<file path="config.mk">
export PLATFORM = sky130hd
export DESIGN_NAME = irq_accept
export DESIGN_NICKNAME = d
export VERILOG_FILES = /design/src/rtl/irq_accept_pkg.sv /design/src/rtl/irq_vec_store.sv /design/src/rtl/irq_special_latch.sv /design/src/rtl/irq_select.sv /design/src/rtl/irq_accept.sv
export SDC_FILE = /design/constraint.sdc
export NUM_CORES = 1
export LEC_CHECK = 0
export BUFFER_PORTS_ARGS = -buffer_cell sky130_fd_sc_hd__buf_2
export CAP_MARGIN = 0
export CORE_MARGIN = 5
export CORE_UTILIZATION = 45
export DETAILED_ROUTE_END_ITERATION = 7
export PLACE_DENSITY_LB_ADDON = 0.25
export SETUP_SLACK_MARGIN = 0.2
export SYNTH_ARGS = -nofsm -noshare
export SYNTH_HDL_FRONTEND = slang
export SYNTH_HIERARCHICAL = 1
export SYNTH_SLANG_ARGS = --single-unit
</file>
<file path="constraint.sdc">
create_clock -name clk -period 4.55 [get_ports clk]
set_input_delay 0.455 -clock clk [delete_from_list [all_inputs] [get_ports clk]]
set_output_delay 0.455 -clock clk [all_outputs]
set_load 0.02 [all_outputs]
</file>
<file path="src/rtl/irq_accept_pkg.sv">
package irq_accept_pkg;

  localparam int unsigned MODE_W = 3;
  localparam int unsigned NUM_SPECIAL = 4;

  localparam logic [MODE_W-1:0] DM_FIXED  = 3'b000;
  localparam logic [MODE_W-1:0] DM_LOWEST = 3'b001;
  localparam logic [MODE_W-1:0] DM_SMI    = 3'b010;
  localparam logic [MODE_W-1:0] DM_NMI    = 3'b100;
  localparam logic [MODE_W-1:0] DM_INIT   = 3'b101;
  localparam logic [MODE_W-1:0] DM_EXT    = 3'b111;

  // special slot index is also the priority rank (0 wins)
  localparam int unsigned SLOT_SMI  = 0;
  localparam int unsigned SLOT_NMI  = 1;
  localparam int unsigned SLOT_INIT = 2;
  localparam int unsigned SLOT_EXT  = 3;
  localparam int unsigned NUM_UNMASK = 3;

  typedef enum logic [2:0] {
    KIND_NONE  = 3'd0,
    KIND_SMI   = 3'd1,
    KIND_NMI   = 3'd2,
    KIND_INIT  = 3'd3,
    KIND_EXT   = 3'd4,
    KIND_FIXED = 3'd5
  } svc_kind_e;

  function automatic logic mode_is_maskable(input logic [MODE_W-1:0] m);
    return (m == DM_FIXED) || (m == DM_LOWEST);
  endfunction

  function automatic logic [MODE_W-1:0] slot_mode(input int unsigned slot);
    case (slot)
      SLOT_SMI:  return DM_SMI;
      SLOT_NMI:  return DM_NMI;
      SLOT_INIT: return DM_INIT;
      default:   return DM_EXT;
    endcase
  endfunction

  function automatic svc_kind_e slot_kind(input int unsigned slot);
    case (slot)
      SLOT_SMI:  return KIND_SMI;
      SLOT_NMI:  return KIND_NMI;
      SLOT_INIT: return KIND_INIT;
      default:   return KIND_EXT;
    endcase
  endfunction

  function automatic logic mode_is_reserved(input logic [MODE_W-1:0] m);
    return (m == 3'b011) || (m == 3'b110);
  endfunction

endpackage

</file>
<file path="src/rtl/irq_vec_store.sv">
module irq_vec_store #(
  parameter int unsigned VEC_W = 8
) (
  input  logic               clk,
  input  logic               rst_n,
  input  logic               set_en,
  input  logic [VEC_W-1:0]   set_vec,
  input  logic               set_level,
  input  logic               clr_en,
  input  logic [VEC_W-1:0]   clr_vec,
  output logic [(1<<VEC_W)-1:0] req_q,
  output logic [(1<<VEC_W)-1:0] trig_q,
  output logic [VEC_W-1:0]   top_q,
  output logic               any_req,
  output logic [VEC_W-1:0]   high_vec
);
  localparam int unsigned NUM_VEC = 1 << VEC_W;

  // named events for the properties
  logic dup_hit;
  logic new_hit;
  assign dup_hit = set_en &  req_q[set_vec];
  assign new_hit = set_en & ~req_q[set_vec];

  always_ff @(posedge clk or negedge rst_n) begin
    if (!rst_n) begin
      req_q  <= '0;
      trig_q <= '0;
      top_q  <= '0;
    end else begin
      if (clr_en) req_q[clr_vec] <= 1'b0;
      if (set_en && (set_vec > top_q)) top_q <= set_vec;
      if (new_hit) begin
        req_q[set_vec]  <= 1'b1;
        trig_q[set_vec] <= set_level;
      end
    end
  end

  // highest set request bit
  always_comb begin
    any_req  = 1'b0;
    high_vec = '0;
    for (int i = 0; i < NUM_VEC; i++) begin
      if (req_q[i]) begin
        any_req  = 1'b1;
        high_vec = VEC_W'(i);
      end
    end
  end

  // checker state: remember last event for one-cycle-later comparison
  logic             chk_dup, chk_new, chk_lvl, chk_trig;
  logic [VEC_W-1:0] chk_vec;
  always_ff @(posedge clk or negedge rst_n) begin
    if (!rst_n) begin
      chk_dup <= 1'b0; chk_new <= 1'b0; chk_lvl <= 1'b0;
      chk_trig <= 1'b0; chk_vec <= '0;
    end else begin
      chk_dup  <= dup_hit && !(clr_en && clr_vec == set_vec);
      chk_new  <= new_hit;
      chk_lvl  <= set_level;
      chk_trig <= trig_q[set_vec];
      chk_vec  <= set_vec;
    end
  end

  a_r2_dup_keeps: assert property (@(posedge clk) disable iff (!rst_n)
    chk_dup |-> (req_q[chk_vec] && trig_q[chk_vec] == chk_trig));

  a_r3_new_trig: assert property (@(posedge clk) disable iff (!rst_n)
    chk_new |-> (req_q[chk_vec] && trig_q[chk_vec] == chk_lvl));

  a_r4_top_mono: assert property (@(posedge clk) disable iff (!rst_n)
    1'b1 |=> (top_q >= $past(top_q)));

endmodule

</file>
<file path="src/rtl/irq_special_latch.sv">
module irq_special_latch #(
  parameter int unsigned VEC_W = 8
) (
  input  logic             clk,
  input  logic             rst_n,
  input  logic             take,
  input  logic [VEC_W-1:0] vec_in,
  input  logic             clr,
  output logic             pend_q,
  output logic [VEC_W-1:0] vec_q
);
  logic accept;
  assign accept = take & ~pend_q;

  always_ff @(posedge clk or negedge rst_n) begin
    if (!rst_n) begin
      pend_q <= 1'b0;
      vec_q  <= '0;
    end else begin
      if (clr) pend_q <= 1'b0;
      if (accept) begin
        pend_q <= 1'b1;
        vec_q  <= vec_in;
      end
    end
  end

  a_r7_keep_first: assert property (@(posedge clk) disable iff (!rst_n)
    (take && pend_q && !clr) |=> (pend_q && $stable(vec_q)));

  a_r5_capture: assert property (@(posedge clk) disable iff (!rst_n)
    accept |=> (pend_q && vec_q == $past(vec_in)));

endmodule

</file>
<file path="src/rtl/irq_select.sv">
module irq_select
  import irq_accept_pkg::*;
#(
  parameter int unsigned VEC_W = 8
) (
  input  logic                                clk,
  input  logic                                rst_n,
  input  logic [NUM_SPECIAL-1:0]              sp_pend,
  input  logic [NUM_SPECIAL-1:0][VEC_W-1:0]   sp_vec,
  input  logic                                fx_any,
  input  logic [VEC_W-1:0]                    fx_vec,
  input  logic                                ack,
  output logic                                valid,
  output svc_kind_e                           kind,
  output logic [VEC_W-1:0]                    vector,
  output logic [NUM_SPECIAL-1:0]              sp_clr,
  output logic                                fx_clr
);
  logic [NUM_SPECIAL-1:0] sp_win;

  // fixed order: lowest slot index wins
  always_comb begin
    sp_win = '0;
    for (int s = NUM_SPECIAL - 1; s >= 0; s--) begin
      if (sp_pend[s]) sp_win = NUM_SPECIAL'(1) << s;
    end
  end

  always_comb begin
    kind   = KIND_NONE;
    vector = '0;
    for (int s = 0; s < NUM_SPECIAL; s++) begin
      if (sp_win[s]) begin
        kind   = slot_kind(s);
        vector = sp_vec[s];
      end
    end
    if (sp_win == '0 && fx_any) begin
      kind   = KIND_FIXED;
      vector = fx_vec;
    end
  end

  assign valid  = (kind != KIND_NONE);
  assign sp_clr = ack ? sp_win : '0;
  assign fx_clr = ack && (kind == KIND_FIXED);

  a_r9_fixed_last: assert property (@(posedge clk) disable iff (!rst_n)
    (kind == KIND_FIXED) |-> (sp_pend == '0));

  a_r9_one_winner: assert property (@(posedge clk) disable iff (!rst_n)
    $onehot0(sp_win) && (sp_pend != '0 || !fx_any || kind == KIND_FIXED));

  a_r10_one_clear: assert property (@(posedge clk) disable iff (!rst_n)
    ack |-> ($countones({sp_clr, fx_clr}) == 1));

endmodule

</file>
<file path="src/rtl/irq_accept.sv">
module irq_accept
  import irq_accept_pkg::*;
#(
  parameter int unsigned VEC_W = 8,
  localparam int unsigned NUM_VEC = 1 << VEC_W
) (
  input  logic               clk,
  input  logic               rst_n,
  input  logic               req_valid,
  input  logic [VEC_W-1:0]   req_vector,
  input  logic [MODE_W-1:0]  req_mode,
  input  logic               req_level,
  input  logic               ack,
  output logic               svc_valid,
  output logic [2:0]         svc_kind,
  output logic [VEC_W-1:0]   svc_vector,
  output logic               unmask_pending,
  output logic [VEC_W-1:0]   top_vector,
  output logic [NUM_VEC-1:0] req_bits,
  output logic [NUM_VEC-1:0] trig_bits
);
  // decoded request events
  logic                        mask_take;
  logic                        rsv_seen;
  logic [NUM_SPECIAL-1:0]      sp_take;
  logic [NUM_SPECIAL-1:0]      sp_pend;
  logic [NUM_SPECIAL-1:0][VEC_W-1:0] sp_vec;
  logic [NUM_SPECIAL-1:0]      sp_clr;
  logic                        fx_any, fx_clr;
  logic [VEC_W-1:0]            fx_vec;
  svc_kind_e                   kind;

  assign mask_take = req_valid && mode_is_maskable(req_mode);
  assign rsv_seen  = req_valid && mode_is_reserved(req_mode);

  irq_vec_store #(.VEC_W(VEC_W)) u_store (
    .clk      (clk),
    .rst_n    (rst_n),
    .set_en   (mask_take),
    .set_vec  (req_vector),
    .set_level(req_level),
    .clr_en   (fx_clr),
    .clr_vec  (fx_vec),
    .req_q    (req_bits),
    .trig_q   (trig_bits),
    .top_q    (top_vector),
    .any_req  (fx_any),
    .high_vec (fx_vec)
  );

  for (genvar s = 0; s < NUM_SPECIAL; s++) begin : g_special
    assign sp_take[s] = req_valid && (req_mode == slot_mode(s));
    irq_special_latch #(.VEC_W(VEC_W)) u_latch (
      .clk   (clk),
      .rst_n (rst_n),
      .take  (sp_take[s]),
      .vec_in(req_vector),
      .clr   (sp_clr[s]),
      .pend_q(sp_pend[s]),
      .vec_q (sp_vec[s])
    );
  end

  irq_select #(.VEC_W(VEC_W)) u_sel (
    .clk   (clk),
    .rst_n (rst_n),
    .sp_pend(sp_pend),
    .sp_vec(sp_vec),
    .fx_any(fx_any),
    .fx_vec(fx_vec),
    .ack   (ack),
    .valid (svc_valid),
    .kind  (kind),
    .vector(svc_vector),
    .sp_clr(sp_clr),
    .fx_clr(fx_clr)
  );
  assign svc_kind = kind;

  // summary flag kept as its own set/clear register
  logic [NUM_UNMASK-1:0] um_new;
  logic [NUM_UNMASK-1:0] um_left;
  logic                  um_drop;
  assign um_new  = sp_take[NUM_UNMASK-1:0] & ~sp_pend[NUM_UNMASK-1:0];
  assign um_left = sp_pend[NUM_UNMASK-1:0] & ~sp_clr[NUM_UNMASK-1:0];
  assign um_drop = (sp_clr[NUM_UNMASK-1:0] != '0) && (um_left == '0);

  always_ff @(posedge clk or negedge rst_n) begin
    if (!rst_n)              unmask_pending <= 1'b0;
    else if (um_new != '0)   unmask_pending <= 1'b1;
    else if (um_drop)        unmask_pending <= 1'b0;
  end

  a_r5_summary: assert property (@(posedge clk) disable iff (!rst_n)
    unmask_pending == (sp_pend[NUM_UNMASK-1:0] != '0));

  a_r6_ext_quiet: assert property (@(posedge clk) disable iff (!rst_n)
    (sp_take[SLOT_EXT] && sp_pend[NUM_UNMASK-1:0] == '0 &&
     sp_take[NUM_UNMASK-1:0] == '0) |=> !unmask_pending);

  a_r8_reserved: assert property (@(posedge clk) disable iff (!rst_n)
    (rsv_seen && !ack) |=> ($stable(req_bits) && $stable(trig_bits) &&
                            $stable(sp_pend) && $stable(top_vector)));

  a_r1_special_no_req: assert property (@(posedge clk) disable iff (!rst_n)
    (req_valid && !mode_is_maskable(req_mode) && !ack) |=> $stable(req_bits));

endmodule

</file>
==> impl_metrics.env <==
export IMPL_synth_top_family_by_area="multiplexers"
export IMPL_grt_pass1_wl_mm=182.2
export IMPL_first_pass_iters=8
export IMPL_syn_area_sq_um=28630
export IMPL_leakage_nw=17.54
export IMPL_final_core_util=0.5703
export IMPL_synth_xor_area_share=0
export IMPL_max_cap_violations=0
export IMPL_via_count=27660
export IMPL_slew_headroom=0.1073
export IMPL_area_growth_pct=25.65
export IMPL_numCtsBuffers=67
export IMPL_ir_drop_mv=0.2680
export IMPL_skew_ps=24.79
export IMPL_post_place_ws_ps=-223.1
export IMPL_yosys_warnings=6
export IMPL_drive_above_1_share=0.3550
export IMPL_p_per_area_nw_per_um2=406.2
export IMPL_grt_overflow=0
export IMPL_rows=92
export IMPL_antenna_found_initial=2
export IMPL_synth_fa_ha_area_frac=0.003496
export IMPL_ant_nets=0
export IMPL_via_per_inst=6.334
export IMPL_clock_insertion_delay_worst_skew_ps=620
export IMPL_setup_ws_ps=185.1
export IMPL_synth_avg_cell_area_sq_um=10.07
export IMPL_cp_required_ps=4090
export IMPL_start_util=0.4539
export IMPL_outcome="completed"
export IMPL_synth_distinct_cells=75
export IMPL_h_tree_depth=3
export IMPL_timing_worst_setup_path_type="reg -> out"
export IMPL_coreArea_sq_um=63080
export IMPL_yosysSeqAreaShare=0.4868
export IMPL_synthSimpleGateAreaFrac=0.1425
export IMPL_io_buffers=548
export IMPL_synthMuxAreaShare=0.1727
export IMPL_hold_path_class="in -> reg"
export IMPL_synth_edf_count=0
export IMPL_finalSetupViolCount=0
export IMPL_cts_tree="built"
export IMPL_cts_path_max_buffers=3
export IMPL_root_buffer="clkbuf_16"
export IMPL_path_max_fanout=9
export IMPL_grtUsageTotal=0.3437
export IMPL_grt_max_degree=129
export IMPL_drt_initial_drc_count=3326
export IMPL_die_w_microns=262.3
export IMPL_fp_dieArea_sq_um=68780
export IMPL_syn_inst=2843
export IMPL_synth_main_ff_cell="dfrtp_1"
export IMPL_final_nets=3497
export IMPL_wirelength_mm=124.0
export IMPL_synth_async_reset_ratio=1.000
export IMPL_holdWs_ps=204.4
export IMPL_grt_pass1_vias=26652
export IMPL_synth_seq_cells=557
export IMPL_drv_slew=0
export IMPL_fillers=5681
export IMPL_dp_hpwl_mm=88.13
export IMPL_critPathArrivalTime_ps=3910
export IMPL_clk_pin_slew_ps=60
export IMPL_endpoint_kind="primary output"
export IMPL_gp_congestion=1.015
export IMPL_ioPinCount=549
export IMPL_wl_per_cell_microns=28.41
export IMPL_die_h_microns=262.3
export IMPL_clock_sinks=557
export IMPL_synth_compound_area_frac=0.1579
export IMPL_rsz0062_at_grt="false"
export IMPL_min_period_ps=4365
export IMPL_period_share=0.9593
export IMPL_synth_fp_nets=2867
export IMPL_start_kind="register"
export IMPL_worstMarginPinSlew_ps=1338
export IMPL_route_detailed_drc=0
export IMPL_final_hold_viol_count=0
export IMPL_fmax_ghz=0.2291
export IMPL_num_antenna_cells=0
## registers in the layout, indices dropped and copies added (netlist names)
name                      flops
u_store/top_q                 8
g_special.u_latch/pend_q      4
u_store/req_q               256
unmask_pending                1
u_store/trig_q              256
g_special.u_latch/vec_q      32
## per-stage QoR
step / instance area (sq um) / instances / TNS, ps / total power, mW
2_1_floorplan: 28630 / 2843 / 0 / 7.483
3_3_place_gp: 33250 / 4241 / -7950 / 8.825
3_5_place_dp: 33250 / 4241 / -14860 / 8.846
4_1_cts: 35700 / 4360 / 0 / 14.50
5_1_grt: 35980 / 4367 / 0 / 15.10
6_report: 35980 / 4367 / 0 / 14.61
## critical path, stage by stage (launching register included)
cell,delay (ps)
dfrtp_1,370
buf_4,150
nor4_1,260
nand2_1,140
a21oi_2,220
nand4_1,200
nor3_1,260
and4_1,410
o2111ai_1,360
a31oi_1,260
buf_4,200
a32oi_1,140
o21ai_1,140
buf_2,190
## cells in the mapped netlist, drive strengths merged (44+ instances only)
cell type  number  share of area
o21ai         576           0.10
nand2         152          0.020
buf            52          0.012
dfrtp         557           0.49
inv            67         0.0088
mux2          297           0.12
mux4           48          0.038
nor2          280          0.037
a21oi          72          0.013
clkbuf        121          0.016
nor3          173          0.030
nor4           70          0.016
nand3          44         0.0077
## cells in the final DEF (no fill, tap or decap), types with 14 or more instances in the layout
cell and n:
clkbuf_16 71, mux4_2 48, buf_4 169, buf_12 19, mux2i_1 40, nor4_2 15
clkbuf_1 15, a22oi_1 14, a21oi_1 68, mux2_4 32, clkbuf_8 16, a211oi_1 17
nor2b_1 18, buf_2 543, mux2_2 251, o21ai_0 541, o21ai_1 31, inv_1 67
nand4_1 26, mux2_1 14, dfrtp_1 551, nand3_1 43, nand2_1 152, nor4_1 51
nor3_1 170, nor2_1 273, o31ai_1 20
## report_power, final
part,switching (mW),internal [mW]
registers,0.356,5.25
logic,2.12,1.28
clock network,2.17,3.44
## cell type report
type	count	area, sq um	share of cell area
multi-input combinational	2046	14030	0.3901
sequential	557	13950	0.3876
clock buffer	102	2053	0.05707
timing repair buffer	734	4403	0.1224
tap	846	1059	0.02942
inverter	67	251.5	0.006990
clock inverter	15	231.5	0.006434
## logic make-up (layout without fill, tap and decap cells)
logic type | Yosys count | count (layout)
flops | 557 | 557
mux | 385 | 385
fa+ha+maj | 8 | 8
compound gates | 805 | 805
buf+inv | 240 | 918
simple gates | 848 | 848
## metal layers
metal  share of wire  vias up  GRT usage
met5               0        -          0
met1            0.38    13645     0.4540
li1                -    11712          -
met4           0.060        0     0.1646
met3            0.12      423     0.1024
met2            0.44     1880     0.5220
## final timing paths
path                                     startpoint                     endpoint  slack [ps]  cells after the start
worst max-delay path             u_store/req_q[144]                svc_vector[1]         190                     13
worst min-delay path                    req_mode[0]  g_special[1].u_latch/pend_q         200                      4
worst max register to register    u_store/req_q[41]            u_store/req_q[67]         270                     13
worst min register to register  u_store/trig_q[231]          u_store/trig_q[231]         480                      1
max in group asynchronous                     rst_n           u_store/req_q[106]        2780                      3
min in group asynchronous                     rst_n          u_store/trig_q[232]         530                      2
## repair_timing
| item | 4_1_cts | 5_1_grt |
|---|---|---|
| pin swaps | 2 | 13 |
| hold endpoints to repair | 8 | 0 |
| gates resized for setup | 34 | 53 |
| buffers inserted | 1 | 7 |
| setup endpoints to repair | 230 | 45 |
| hold buffers | 1 | 0 |
Note: power is estimated with default switching activity, not from simulation.
